$ cat src/rtl/acg_pkg.sv
package acg_pkg;
    localparam int DIV_W      = 8;
    localparam int RATIO_W    = DIV_W + 1;
    localparam int NARROW_DIV = 8;
    localparam int WIDE_DIV   = 4;
    localparam int POST_W     = $clog2(NARROW_DIV);
    localparam int PLEN_W     = POST_W + 1;

    typedef struct packed {
        logic [DIV_W-1:0] div;
        logic             odd;
        logic             mck;
        logic             wide;
    } cfg_t;

    typedef struct packed {
        logic               run;
        cfg_t               cfg;
        logic [RATIO_W-1:0] cnt;
        logic [POST_W-1:0]  post;
    } state_t;
endpackage

$ cat src/rtl/acg_ratio_calc.sv
module acg_ratio_calc
    import acg_pkg::*;
(
    input  cfg_t               cfg,
    output logic [RATIO_W-1:0] ratio_last,
    output logic [RATIO_W-1:0] ratio_half,
    output logic               ratio_ok,
    output logic [POST_W-1:0]  post_last,
    output logic [POST_W-1:0]  post_half
);
    logic [RATIO_W-1:0] ratio;
    logic [PLEN_W-1:0]  plen;

    always_comb begin
        ratio      = {cfg.div, cfg.odd};
        ratio_ok   = (ratio >= RATIO_W'(2));
        ratio_last = ratio - RATIO_W'(1);
        ratio_half = ratio >> 1;
        plen       = cfg.wide ? PLEN_W'(WIDE_DIV) : PLEN_W'(NARROW_DIV);
        post_last  = POST_W'(plen - PLEN_W'(1));
        post_half  = POST_W'(plen >> 1);
    end
endmodule

$ cat src/rtl/acg_phase_decode.sv
module acg_phase_decode
    import acg_pkg::*;
(
    input  state_t             st,
    input  logic               ratio_ok,
    input  logic [RATIO_W-1:0] ratio_half,
    input  logic [POST_W-1:0]  post_half,
    output logic               bclk,
    output logic               mclk,
    output logic               bclk_stb
);
    logic live;
    logic base_hi;

    always_comb begin
        live     = st.run & ratio_ok;
        base_hi  = live & (st.cnt < ratio_half);
        mclk     = base_hi & st.cfg.mck;
        bclk     = st.cfg.mck ? (live & (st.post < post_half)) : base_hi;
        bclk_stb = live & (st.cnt == '0) & (~st.cfg.mck | (st.post == '0));
    end
endmodule

$ cat src/rtl/audio_clkgen.sv
module audio_clkgen
    import acg_pkg::*;
(
    input  logic             clk,
    input  logic             rst_n,
    input  logic             enable,
    input  logic [DIV_W-1:0] div_val,
    input  logic             odd_add,
    input  logic             mck_on,
    input  logic             wide_chan,
    output logic             bclk,
    output logic             bclk_stb,
    output logic             mclk
);
    state_t st_d, st_q;
    cfg_t   cfg_in;

    logic [RATIO_W-1:0] ratio_last;
    logic [RATIO_W-1:0] ratio_half;
    logic               ratio_ok;
    logic [POST_W-1:0]  post_last;
    logic [POST_W-1:0]  post_half;

    // Probes for the bound checker.
    logic                 run_q;
    logic [DIV_W+2:0]     cfg_bits;
    assign run_q    = st_q.run;
    assign cfg_bits = st_q.cfg;

    assign cfg_in = '{div: div_val, odd: odd_add, mck: mck_on, wide: wide_chan};

    acg_ratio_calc u_ratio (
        .cfg        (st_q.cfg),
        .ratio_last (ratio_last),
        .ratio_half (ratio_half),
        .ratio_ok   (ratio_ok),
        .post_last  (post_last),
        .post_half  (post_half)
    );

    always_comb begin
        st_d = st_q;
        if (!st_q.run) begin
            // Stopped: track settings so the enabling edge captures them.
            st_d.cfg  = cfg_in;
            st_d.run  = enable;
            st_d.cnt  = '0;
            st_d.post = '0;
        end else if (!enable) begin
            st_d.run  = 1'b0;
            st_d.cnt  = '0;
            st_d.post = '0;
        end else if (ratio_ok) begin
            if (st_q.cnt == ratio_last) begin
                st_d.cnt = '0;
                if (st_q.cfg.mck) begin
                    st_d.post = (st_q.post == post_last) ? '0 : st_q.post + POST_W'(1);
                end
            end else begin
                st_d.cnt = st_q.cnt + RATIO_W'(1);
            end
        end
    end

    always_ff @(posedge clk or negedge rst_n) begin
        if (!rst_n) st_q <= '0;
        else        st_q <= st_d;
    end

    acg_phase_decode u_phase (
        .st         (st_q),
        .ratio_ok   (ratio_ok),
        .ratio_half (ratio_half),
        .post_half  (post_half),
        .bclk       (bclk),
        .mclk       (mclk),
        .bclk_stb   (bclk_stb)
    );
endmodule

$ cat config.mk
export PLATFORM = sky130hd
export DESIGN_NAME = audio_clkgen
export DESIGN_NICKNAME = d
export VERILOG_FILES = /design/src/rtl/acg_pkg.sv /design/src/rtl/acg_ratio_calc.sv /design/src/rtl/acg_phase_decode.sv /design/src/rtl/audio_clkgen.sv
export SDC_FILE = /design/constraint.sdc
export NUM_CORES = 1
export LEC_CHECK = 0
export ABC_AREA = 1
export CORE_ASPECT_RATIO = 0.9
export CORE_UTILIZATION = 38
export CTS_BUF_LIST = sky130_fd_sc_hd__clkbuf_16
export DETAILED_ROUTE_END_ITERATION = 10
export DONT_BUFFER_PORTS = 1
export RECOVER_POWER = 25
export SLEW_MARGIN = 20
export SYNTH_ARGS = -nofsm -noshare
export SYNTH_HDL_FRONTEND = slang
export SYNTH_SLANG_ARGS = --single-unit
export TNS_END_PERCENT = 1
$ cat constraint.sdc
create_clock -name clk -period 4.7 [get_ports clk]
set_input_delay 0.705 -clock clk [delete_from_list [all_inputs] [get_ports clk]]
set_output_delay 0.705 -clock clk [all_outputs]
set_load 0.005 [all_outputs]
Word level (Yosys, flattened, before mapping)
Index checks and enable logic that the tools add are counted.
Widths: inputs -> output; s select.
{"block": "word_totals", "out_inout_bits": 3, "reg_bits": 24, "input_bits": 14, "wordCells": 41}
{"block": "op_classes", "n_lt_le_gt_ge": 3, "add_sub_neg": 4, "mux": 11, "n_bitwise": 8, "reduce_logical": 3, "eq_ne": 5}
{"operator": "$mux 12", "n": 3}
{"operator": "$add 9x1->9 const B", "n": 1}
{"operator": "$eq 9x9->1", "n": 1}
{"operator": "$ge 9x2->1 const B", "n": 1}
{"operator": "$logic_not 9->1", "n": 1}
{"operator": "$lt 9x8->1", "n": 1}
{"operator": "$mux 3", "n": 3}
{"operator": "$mux 9", "n": 1}
{"operator": "$sub 9x1->9 const B", "n": 1}
{"operator": "$and 1x1->1", "n": 6}
{"operator": "$ne 3x2->1 const B", "n": 2}
{"operator": "$mux 4", "n": 1}
{"operator": "$add 3x1->3 const B", "n": 1}
{"operator": "$eq 3x3->1", "n": 1}
{"operator": "$logic_not 3->1", "n": 1}
{"operator": "$lt 3x3->1", "n": 1}
{"operator": "$mux 1", "n": 3}
{"operator": "$ne 3x3->1 const B", "n": 1}
{"operator": "$reduce_and 3->1", "n": 1}
{"operator": "$sub 3x1->3 const B", "n": 1}
{"operator": "$not 1->1", "n": 1}
{"operator": "$or 1x1->1", "n": 1}

Depth between registers and ports, before layout
{"block": "depth", "depth_word": 9, "mapped_depth": 14, "mapped_depth_nobuf": 14}

Modules after synthesis
From an unflattened synthesis, not the netlist that was laid out.
{"block": "unflattened", "cells_unflattened": 262, "area_unflattened_um2": 1959.4}
{"mod": "audio_clkgen", "instances": 1, "cells_per_inst": 139, "seq_area_each_um2": 600.6, "area_per_inst_um2": 1267.5}
{"mod": "acg_phase_decode", "instances": 1, "cells_per_inst": 62, "seq_area_each_um2": 0.0, "area_per_inst_um2": 349.1}
{"mod": "acg_ratio_calc", "instances": 1, "cells_per_inst": 61, "seq_area_each_um2": 0.0, "area_per_inst_um2": 342.8}

Least setup slack after synthesis
Ideal clock, no wire load.
{"block": "synth_path", "path_type": "register to output", "from": "register st_q (netlist bit cfg_bits[2])", "to": "output port bclk", "arrival_time_ns": 1.451, "stages_incl_launch_ff": 9, "required_time_ns": 3.995, "setup_slack_ns": 2.544, "n_path_buf": 0, "path_cell_list": "dfrtp_1 -> inv_1 -> ha_1 -> nand2_1 -> o21ai_2 -> inv_1 -> nor2_1 -> inv_1 -> o31ai_2"}
{"block": "synth_between", "elab_chain_len": 4, "elab_cells_between_ends": 5, "classes_between": "1 x order compare; 1 x mux; 3 x bitwise"}
{"element": "start: declaration", "line": "audio_clkgen.sv:15", "source": "state_t st_d, st_q;"}
{"element": "start signal: assignment", "line": "audio_clkgen.sv:67", "source": "else st_q <= st_d;"}
{"element": "$ge 9x2->1 (*)", "line": "acg_ratio_calc.sv:16", "source": "ratio_ok = (ratio >= RATIO_W'(2));"}
{"element": "$and 1x1->1 (*)", "line": "acg_phase_decode.sv:16", "source": "live = st.run & ratio_ok;"}
{"element": "$and 1x1->1 (on tied branches)", "line": "acg_phase_decode.sv:17, acg_phase_decode.sv:19"}
{"element": "$mux 1 (*)", "line": "acg_phase_decode.sv:19", "source": "bclk = st.cfg.mck ? (live & (st.post < post_half)) : base_hi;"}
{"element": "end: declaration", "line": "audio_clkgen.sv:11", "source": "output logic bclk,"}
Mark *: on every way between the ends. The rest lies on a longest branch, timed or not.

Worst setup path in the final report
Ends and elaborated chain as after synthesis.

==> flow_metrics.env <==
export IMPL_crit_chain="inv_1, ha_1, nand2_1, o21ai_2, inv_1, nor2_1, inv_1, o31ai_2"
export IMPL_fin_ws_ns=2.06
export IMPL_synthToLayoutAreaGrowth_pct=9.34
export IMPL_fin_nets=274
export IMPL_antenna_cells=0
export IMPL_synth_seq_area_share_pct=34.0
export IMPL_drv_slew=0
export IMPL_dr_pass1_iters=4
export IMPL_run_status="completed"
export IMPL_yosysWarnings=0
export IMPL_mostFrequentLayoutCells="nand2_1, inv_1, dfrtp_1"
export IMPL_clk_root_buffer_cell="clkbuf_16"
export IMPL_cts_setup_buffers=0
export IMPL_synth_area_um2=1770
export IMPL_rows=23
export IMPL_finalHoldViolCount=0
export IMPL_cp_slowest_cell="dfrtp_1"
export IMPL_hpwl_um=3070
export IMPL_worst_pin_slew_ns=0.689
export IMPL_slowest_delay_ns=0.38
export IMPL_setup_violations=0
export IMPL_path_common_cell="inv_1"
export IMPL_fill_cells=456
export IMPL_r2r_worst_path_cells=14
export IMPL_antenna_found_initial=0
export IMPL_powerDensity_nw_per_um2=292
export IMPL_ys_ff_latch=24
export IMPL_cp_required_ns=3.99
export IMPL_syn_avg_cell_area_um2=7.22
export IMPL_start_util_pct=39.6
export IMPL_cap_viol_max_count=0
export IMPL_ctsHoldBuffers=0
export IMPL_cts_tree="done"
export IMPL_cts_sinks=24
export IMPL_drive_above_1_share_pct=7.35
export IMPL_rsz0062_at_grt="false"
export IMPL_relSlewSlack_pct=54.0
export IMPL_power_leakage_nw=0.982
export IMPL_fin_worst_skew_ns=0.00718
export IMPL_viasPerCell=4.98
export IMPL_wl_met2_um=1720
export IMPL_power_mw=0.564
export IMPL_wl_um=4000
export IMPL_grt_pass1_vias=1460
export IMPL_dieArea_um2=4930
export IMPL_num_vias=1529
export IMPL_fp_dieH_um=66.7
export IMPL_r2r_start="cfg_bits[2]"
export IMPL_wl_met3_um=169
export IMPL_grt_max_degree=25
export IMPL_final_util_pct=43.3
export IMPL_grt_pass1_wl_um=6870
export IMPL_fin_crit_ns=2.64
export IMPL_ctsResizeCount=0
export IMPL_drcViolationCount=0
export IMPL_htree_levels=1
export IMPL_gp_congestion=0.852
export IMPL_ios=17
export IMPL_syn_inst=245
export IMPL_met1_length_um=2080
export IMPL_die_w_um=73.9
export IMPL_whs_ns=0.129
export IMPL_grt_overflow=0
export IMPL_critPathMaxFanout=8
export IMPL_critPathLaunchType="flop"
export IMPL_endpoint_kind="output pin"
export IMPL_path_class="flop to output pin"
export IMPL_critical_path_arrival_ns=1.94
export IMPL_max_vdd_ir_drop_mv=0.163
export IMPL_dr_max_layer_used="met4"
export IMPL_r2r_slack_ns=2.66
export IMPL_io_buffers=0
export IMPL_crit_start="cfg_bits[2]"
export IMPL_drt_initial_drc_count=76
export IMPL_fin_tns_setup_ns=0
export IMPL_cts_buffers=3
export IMPL_synth_nets=273
export IMPL_track_usage_pct=18.6
export IMPL_ant_nets=0
export IMPL_layout_commonest_cell="nand2_1"
export IMPL_fin_crit_sh_pct=56.3
export IMPL_wl_per_cell_um=13.0
export IMPL_synth_cell_types=29
export IMPL_post_place_ws_ns=2.35
export IMPL_core_area_um2=4460
export IMPL_cts_buffer_depth=2
export IMPL_clk_latency_ns=0.26
export IMPL_hold_class="input pin to async pin"
export IMPL_clk_pin_slew_ns=0.07
export IMPL_fmax_ghz=0.378
sequential cells by signal, summed over array words and instances, names as in the netlist:
signal and count:
st_q 12, cfg_bits 11, run_q 1
metrics by stage:
step,instances,area [µm²]
after CTS,307,1930
final,307,1930
after floorplan,245,1770
after global routing,307,1930
after global placement,303,1830
after detailed placement,303,1830
final cells by class:
class	instances	area [µm²]	share of cell area [%]
Inverter	33	126	6.54
Clock inverter	1	30.0	1.55
Sequential cell	24	601	31.1
Multi-Input combinational cell	184	1020	52.9
Tap cell	62	77.6	4.01
Clock buffer	3	75.1	3.88
power breakdown:
group / switching (mW) / internal [mW]
Combinational: 0.0548 / 0.0308
Sequential: 0.0140 / 0.218
Clock: 0.0768 / 0.169
path summary, 6_finish.rpt:
path	endpoint
worst max register to register	st_q[1]
worst min-delay path	cfg_bits[5]
worst max-delay path	bclk
worst min register to register	cfg_bits[0]
max in group asynchronous	st_q[6]
min in group clk	run_q
cell usage after synthesis:
cell type | instances | area [µm²]
nand2_1 | 66 | 248
inv_1 | 32 | 120
dfrtp_1 | 24 | 601
nand3_1 | 21 | 105
nor2_1 | 17 | 63.8
ha_1 | 14 | 175
o21ai_0 | 14 | 70.1
a21oi_1 | 11 | 55.1
nand4_1 | 7 | 43.8
xor2_1 | 7 | 61.3
nor2_2 | 5 | 31.3
nor3_1 | 3 | 15.0
xnor2_1 | 3 | 26.3
buf_2 | 2 | 10.0
clkbuf_1 | 2 | 7.51
nand2_2 | 2 | 12.5
nand2_4 | 2 | 22.5
nor3b_1 | 2 | 15.0
a211oi_1 | 1 | 7.51
a21o_1 | 1 | 7.51
inv_4 | 1 | 6.26
nand3_2 | 1 | 10.0
nand3b_1 | 1 | 7.51
nor4_1 | 1 | 6.26
o211ai_1 | 1 | 7.51
o21ai_1 | 1 | 5.00
o21ai_2 | 1 | 8.76
o31ai_2 | 1 | 12.5
or2_2 | 1 | 6.26
worst max-delay path: cells and delay by family (launching register included):
kind / cells / cell delay, ns
simple gates: 2 / 0.20
buf+inv: 3 / 0.39
fa+ha+maj: 1 / 0.19
flops: 1 / 0.38
compound gates: 2 / 0.53
logic make-up (layout without fill, tap and decap cells):
| family | Yosys count | in the layout | share of synthesized area, % |
|---|---|---|---|
| and+or+nand+nor | 129 | 129 | 33.2 |
| buffers and inverters | 37 | 37 | 8.14 |
| AOI/OAI and AO/OA | 31 | 31 | 9.84 |
| DFF | 24 | 24 | 34.0 |
| adders and majority gates | 14 | 14 | 9.91 |
| xor gates and xnor gates | 10 | 10 | 4.95 |
routing by layer:
layer	global-route usage (%)	vias up
met1	26.1	698
met5	0	-
met2	29.0	33
met4	4.33	0
met3	4.08	4
li1	-	794
(Power assumes the default switching activity.)
